--- config.mk ---
export PLATFORM = sky130hd
export DESIGN_NAME = ext_irq_sense_ctrl
export DESIGN_NICKNAME = d
export VERILOG_FILES = /design/src/rtl/eisc_pkg.sv /design/src/rtl/eisc_sync_sample.sv /design/src/rtl/eisc_flag_cell.sv /design/src/rtl/eisc_ctrl_regs.sv /design/src/rtl/ext_irq_sense_ctrl.sv
export SDC_FILE = /design/constraint.sdc
export NUM_CORES = 1
export LEC_CHECK = 0
export BUFFER_PORTS_ARGS = -buffer_cell sky130_fd_sc_hd__buf_4
export CAP_MARGIN = 20
export CORE_ASPECT_RATIO = 1.2
export CORE_MARGIN = 5
export CORE_UTILIZATION = 25
export CTS_CLUSTER_SIZE = 14
export DETAILED_ROUTE_END_ITERATION = 8
export PLACE_DENSITY = 0.47
export SYNTH_ARGS = -nofsm -noshare
export SYNTH_HDL_FRONTEND = slang
export SYNTH_HIERARCHICAL = 1
export SYNTH_SLANG_ARGS = --single-unit
--- constraint.sdc ---
create_clock -name clk -period 2.78 [get_ports clk]
set_input_delay 0.139 -clock clk [delete_from_list [all_inputs] [get_ports clk]]
set_output_delay 0.139 -clock clk [all_outputs]
set_load 0.05 [all_outputs]
--- src/rtl/eisc_pkg.sv ---
// Package: shared sense-mode type and event decode for the external
// interrupt sense controller. Assumes two bits of mode per pin.
package eisc_pkg;

    typedef enum logic [1:0] {
        SENSE_LOW  = 2'b00,
        SENSE_ANY  = 2'b01,
        SENSE_FALL = 2'b10,
        SENSE_RISE = 2'b11
    } sense_mode_e;

    // Decide whether a sample pair forms an event under the given mode.
    function automatic logic edge_event(input sense_mode_e mode,
                                        input logic cur, input logic prv);
        logic ev;
        case (mode)
            SENSE_ANY:  ev = cur ^ prv;
            SENSE_FALL: ev = prv & ~cur;
            SENSE_RISE: ev = ~prv & cur;
            default:    ev = 1'b0;
        endcase
        return ev;
    endfunction

endpackage

--- src/rtl/eisc_sync_sample.sv ---
// Module: synchronizes one raw pin and provides the current and previous
// samples used for edge detection. With SAMPLE_STAGE set, an extra sample
// register follows the synchronizer. All state resets to 1, so no false
// falling edge appears after reset. Assumes the pin is asynchronous to clk.
module eisc_sync_sample #(
    parameter int SYNC_STAGES  = 2,
    parameter bit SAMPLE_STAGE = 1'b1
) (
    input  logic clk,
    input  logic rst_n,
    input  logic pin_raw,
    output logic cur,
    output logic prv
);

    logic [SYNC_STAGES-1:0] chain;

    // Shift the raw pin through the synchronizer chain.
    always_ff @(posedge clk) begin
        if (!rst_n) chain <= '1;
        else        chain <= {chain[SYNC_STAGES-2:0], pin_raw};
    end

    generate
        if (SAMPLE_STAGE) begin : g_sampled
            logic smp, smp_d;
            // Take a sample and keep the previous one.
            always_ff @(posedge clk) begin
                if (!rst_n) begin
                    smp   <= 1'b1;
                    smp_d <= 1'b1;
                end else begin
                    smp   <= chain[SYNC_STAGES-1];
                    smp_d <= smp;
                end
            end
            assign cur = smp;
            assign prv = smp_d;
        end else begin : g_fast
            logic sync_d;
            // Keep the previous synchronized value for the fast path.
            always_ff @(posedge clk) begin
                if (!rst_n) sync_d <= 1'b1;
                else        sync_d <= chain[SYNC_STAGES-1];
            end
            assign cur = chain[SYNC_STAGES-1];
            assign prv = sync_d;
        end
    endgenerate

    AST_PRV_FOLLOWS_CUR: assert property (@(posedge clk) disable iff (!rst_n)
        1'b1 |=> prv == $past(cur));

endmodule

--- src/rtl/eisc_flag_cell.sv ---
// Module: one pin's event decode and sticky flag. An event sets the flag.
// A clear request (write-one or acknowledge) resets it, but a same-cycle
// event wins. Also produces the level request. Assumes the mode is stable
// whenever the pin is enabled.
module eisc_flag_cell
    import eisc_pkg::*;
(
    input  logic        clk,
    input  logic        rst_n,
    input  sense_mode_e mode,
    input  logic        cur,
    input  logic        prv,
    input  logic        clr,
    output logic        flag,
    output logic        level_req
);

    logic ev;

    // Decode the event for the current sample pair.
    always_comb ev = edge_event(mode, cur, prv);

    // Level request: the pin is low while in low-level mode.
    always_comb level_req = (mode == SENSE_LOW) && !cur;

    // Sticky flag update, with set taking priority over clear.
    always_ff @(posedge clk) begin
        if (!rst_n)   flag <= 1'b0;
        else if (ev)  flag <= 1'b1;
        else if (clr) flag <= 1'b0;
    end

    AST_EVENT_SETS:    assert property (@(posedge clk) disable iff (!rst_n)
        ev |=> flag);
    AST_CLEAR_WORKS:   assert property (@(posedge clk) disable iff (!rst_n)
        (clr && !ev) |=> !flag);
    AST_LEVEL_NO_FLAG: assert property (@(posedge clk) disable iff (!rst_n)
        (mode == SENSE_LOW) |=> !$rose(flag));
    AST_NO_SPONTANEOUS: assert property (@(posedge clk) disable iff (!rst_n)
        (!ev && !flag) |=> !flag);

endmodule

--- src/rtl/eisc_ctrl_regs.sv ---
// Module: the mode registers for both pin groups and the enable mask,
// each loaded whole on its write strobe. Assumes NUM_PINS is even.
module eisc_ctrl_regs #(
    parameter int NUM_PINS = 8,
    localparam int HALF    = NUM_PINS / 2,
    localparam int MW      = 2 * HALF
) (
    input  logic                clk,
    input  logic                rst_n,
    input  logic                mode_lo_we,
    input  logic [MW-1:0]       mode_lo_wdata,
    input  logic                mode_hi_we,
    input  logic [MW-1:0]       mode_hi_wdata,
    input  logic                mask_we,
    input  logic [NUM_PINS-1:0] mask_wdata,
    output logic [MW-1:0]       mode_lo,
    output logic [MW-1:0]       mode_hi,
    output logic [NUM_PINS-1:0] mask
);

    // Mode register for the fast (lower) group.
    always_ff @(posedge clk) begin
        if (!rst_n)          mode_lo <= '0;
        else if (mode_lo_we) mode_lo <= mode_lo_wdata;
    end

    // Mode register for the sampled (upper) group.
    always_ff @(posedge clk) begin
        if (!rst_n)          mode_hi <= '0;
        else if (mode_hi_we) mode_hi <= mode_hi_wdata;
    end

    // Per-pin enable mask.
    always_ff @(posedge clk) begin
        if (!rst_n)       mask <= '0;
        else if (mask_we) mask <= mask_wdata;
    end

    AST_MODE_HOLD: assert property (@(posedge clk) disable iff (!rst_n)
        !mode_hi_we |=> $stable(mode_hi));

endmodule

--- src/rtl/ext_irq_sense_ctrl.sv ---
// Module: top of the external interrupt sense controller. The lower half
// of the pins uses the fast path and the upper half adds a sample stage.
// Each pin has a sticky flag and a gated request. Assumes software clears
// a pin's mask bit before changing its mode.
module ext_irq_sense_ctrl
    import eisc_pkg::*;
#(
    parameter int NUM_PINS    = 8,
    parameter int SYNC_STAGES = 2,
    localparam int HALF       = NUM_PINS / 2,
    localparam int MW         = 2 * HALF
) (
    input  logic                clk,
    input  logic                rst_n,
    input  logic [NUM_PINS-1:0] pin_i,
    input  logic                mode_lo_we,
    input  logic [MW-1:0]       mode_lo_wdata,
    input  logic                mode_hi_we,
    input  logic [MW-1:0]       mode_hi_wdata,
    input  logic                mask_we,
    input  logic [NUM_PINS-1:0] mask_wdata,
    input  logic                flag_clr_we,
    input  logic [NUM_PINS-1:0] flag_clr_data,
    input  logic [NUM_PINS-1:0] ack_i,
    input  logic                gie_i,
    output logic [MW-1:0]       mode_lo_q,
    output logic [MW-1:0]       mode_hi_q,
    output logic [NUM_PINS-1:0] mask_q,
    output logic [NUM_PINS-1:0] flag_q,
    output logic [NUM_PINS-1:0] irq_o
);

    logic [2*NUM_PINS-1:0] mode_all;
    logic [NUM_PINS-1:0]   cur, prv, level_req, clr;

    eisc_ctrl_regs #(.NUM_PINS(NUM_PINS)) i_regs (
        .clk(clk), .rst_n(rst_n),
        .mode_lo_we(mode_lo_we), .mode_lo_wdata(mode_lo_wdata),
        .mode_hi_we(mode_hi_we), .mode_hi_wdata(mode_hi_wdata),
        .mask_we(mask_we), .mask_wdata(mask_wdata),
        .mode_lo(mode_lo_q), .mode_hi(mode_hi_q), .mask(mask_q)
    );

    assign mode_all = {mode_hi_q, mode_lo_q};

    // Per-pin clear request from the write-one strobe or the acknowledge.
    always_comb clr = ({NUM_PINS{flag_clr_we}} & flag_clr_data) | ack_i;

    generate
        for (genvar i = 0; i < NUM_PINS; i++) begin : g_pin
            eisc_sync_sample #(
                .SYNC_STAGES(SYNC_STAGES),
                .SAMPLE_STAGE(i >= HALF)
            ) i_samp (
                .clk(clk), .rst_n(rst_n), .pin_raw(pin_i[i]),
                .cur(cur[i]), .prv(prv[i])
            );
            eisc_flag_cell i_flag (
                .clk(clk), .rst_n(rst_n),
                .mode(sense_mode_e'(mode_all[2*i +: 2])),
                .cur(cur[i]), .prv(prv[i]), .clr(clr[i]),
                .flag(flag_q[i]), .level_req(level_req[i])
            );
        end
    endgenerate

    // Combine flag and level request, then gate by mask and global enable.
    always_comb irq_o = (flag_q | level_req) & mask_q & {NUM_PINS{gie_i}};

    AST_IRQ_NEEDS_GIE:  assert property (@(posedge clk) disable iff (!rst_n)
        (irq_o != '0) |-> gie_i);
    AST_IRQ_NEEDS_MASK: assert property (@(posedge clk) disable iff (!rst_n)
        (irq_o & ~mask_q) == '0);
    AST_ACK_CLEARS:     assert property (@(posedge clk) disable iff (!rst_n)
        (ack_i[0] && !(cur[0] ^ prv[0])) |=> !flag_q[0]);

endmodule

==> flow_summary.ini <==
[floorplanning]
dieArea_mm2 = 0.0125
die_h_um = 122
core_area_mm2 = 0.0101
initial_utilization_pct = 25.7
ioPinCount = 95
die_w_um = 103
rows = 40

[global_route]
grt_pass1_vias = 2004
antenna_found_initial = 0
grt_max_degree = 77
gr-usage-all-layers_pct = 10.4
grt_pass1_wl_um = 9950
grt_overflow = 0

[timing]
fin_hold_ws_ps = 17.6
finalSetupViolCount = 0
hold_viol_final = 0
fin_crit_sh_pct = 50.5
skew_ps = 2.23
worst_slew_pin_slew_ps = 691
rsz0062_at_grt = false
fin_setup_tns_ps = 0
period_needed_ps = 1400
maxSlewViolCount = 0
fmax_mhz = 712
relSlewSlack_pct = 53.9

[clock_tree]
cts_tree = yes
cts_made_buffers = 9
h-tree-depth = 3
clock-root-buffer = clkbuf_16
clockBufferDepth = 2
clk_pin_slew_worst_paths_ps = 50
post_cts_buffers = 0
clock_latency_ps = 310
cts_hold_buf = 5
cts_sinks = 60
post_cts_resized = 0

[layout]
area_delta_synth_final_pct = 43.7
drive_above_1_share_pct = 30.8
antenna_cells = 0
fillCellCount = 1014
seqCellArea_mm2 = 0.00120
multiInputGateArea_mm2 = 0.00127
final_nets = 414

[setup_path]
crit_chain = nor3_1 > o211a_1 > buf_4
crit_buf_inv = 1
path_max_fanout = 5
crit_type = reg2out
end_kind = output port
slowest_delay_ps = 340
cp.required_ps = 2640
cp.arrival_ps = 1270
slowest_stage = dfxtp_1
critPathLaunchType = register
cp_top_family = flip-flops

[power_and_ir_drop]
cellPowerDensity_mw_per_mm2 = 595
ir_worst_vdd_v = 0.000265
p_total_mw = 2.21
p_leak_nw = 1.86

[route]
num_vias = 2011
via_per_inst = 4.25
ant_nets = 0
drtIter0Drc = 67
drtPass1Iterations = 4
routed_wl_um = 6320
wl_per_cell_um = 13.4
drc_errors = 0

[yosys]
seq_area_frac_synth_pct = 46.4
synthAdderAreaFrac_pct = 7.73
synth_fp_nets = 310
ys_warn_count = 6
netlist_instances = 239
synth_top_family_by_area = simple AND/OR/NAND/NOR gates
synth.area.mux_share_pct = 12.4
synth_area_per_cell_um2 = 10.8
synth-compound-area-share_pct = 7.73
ys_ff_latch = 60
synth_xor_area_share_pct = 0
synth.distinct_cells = 16
synth_simple_gate_area_share_pct = 21.1
synth_area_mm2 = 0.00259

[min_path]
hold_class = in2reg

[flow_run]
drv_cap = 0

[placement]
gp_congestion = 0.668
portBuffers = 94
dp_hpwl_um = 4510

[outcome]
status = completed
-- through the flow --
step | std cells | util [%] | setup WS [ps] | instance area, um2
after floorplan | 239 | - | 1470 | 2590
after global placement | 452 | 33.7 | 1690 | 3390
after detailed placement | 452 | 33.7 | 1690 | 3390
after CTS | 472 | 36.9 | 1340 | 3710
after global routing | 473 | 37.0 | 1280 | 3720
final | 473 | 37.0 | 1380 | 3720
-- cell type report --
type,count,area share [%]
inverter,16,1.61
clock buffer,13,6.99
timing repair buffer,100,20.6
clock inverter,2,0.269
tap,126,4.24
multi-input combinational,156,34.0
sequential,60,32.3
-- placed cells by master (no fill, tap or decap), types with 6 or more instances in the layout --
cell and instances:
buf_4 94, dfxtp_1 60, mux2i_1 32, nand2b_1 28, nor2b_1 24, inv_1 16
ha_1 16, clkbuf_16 9, o211a_1 8, a21o_1 8, nor3_1 8, nand2_1 8
nand3b_1 8, nand4bb_1 8, o211ai_1 8, dlygate4sd3_1 6
-- synthesized netlist by cell type, drive strengths merged --
library cell | number | area share, %
nor3 | 8 | 1.5
dfxtp | 60 | 46
nand2b | 28 | 6.8
nand2 | 8 | 1.2
o211a | 8 | 3.1
nor2b | 24 | 5.8
nand4bb | 8 | 3.5
ha | 16 | 7.7
buf | 7 | 2.4
a21o | 8 | 2.3
mux2i | 32 | 12
nand3b | 8 | 2.3
o211ai | 8 | 2.3
inv | 16 | 2.3
-- cell families (layout without fill, tap and decap cells) --
group	count (synthesis)	in the layout
AO/OA/AOI/OAI	24	24
adder cells (fa/ha/maj)	16	16
buffers and inverters	23	131
flip-flops	60	60
multiplexers	32	32
AND/OR/NAND/NOR	84	84
-- worst reg2reg max path: stages (launching register included) --
cell and delay, ps:
dfxtp_1 370, inv_1 70, ha_1 280, nand4bb_1 190, o211ai_1 110
-- registers in the layout, indices dropped and copies added, names as in the netlist --
register,flops
g_pin.i_samp/cur,4
i_regs/mode_hi,8
i_regs/mode_lo,8
g_pin.i_samp/chain,16
i_regs/mask,8
g_pin.i_flag/flag,8
g_pin.i_samp/prv,8
-- worst paths after layout --
check	slack [ps]	from	depth (start not counted)	endpoint
worst min register to register	400	g_pin[0].i_samp/chain[0]	1	g_pin[0].i_samp/chain[1]
worst max register to register	1690	g_pin[5].i_samp/cur	4	g_pin[5].i_flag/flag
worst max-delay path	1380	i_regs/mode_lo[7]	3	irq_o[3]
worst min-delay path	20	pin_i[2]	2	g_pin[2].i_samp/chain[0]
-- report_power, final --
part / switching [mW] / internal (mW)
sequential: 0.0327 / 0.900
clock: 0.345 / 0.642
combinational: 0.158 / 0.137
-- metal layers --
layer	vias to the layer above	global-route usage, %	share of wire (%)
met2	63	16.3	48
met3	6	3.68	7.1
met5	-	0	0
li1	1023	-	-
met4	0	3.40	0.93
met1	919	13.3	44
No activity file was read; power rests on OpenSTA's default activity.
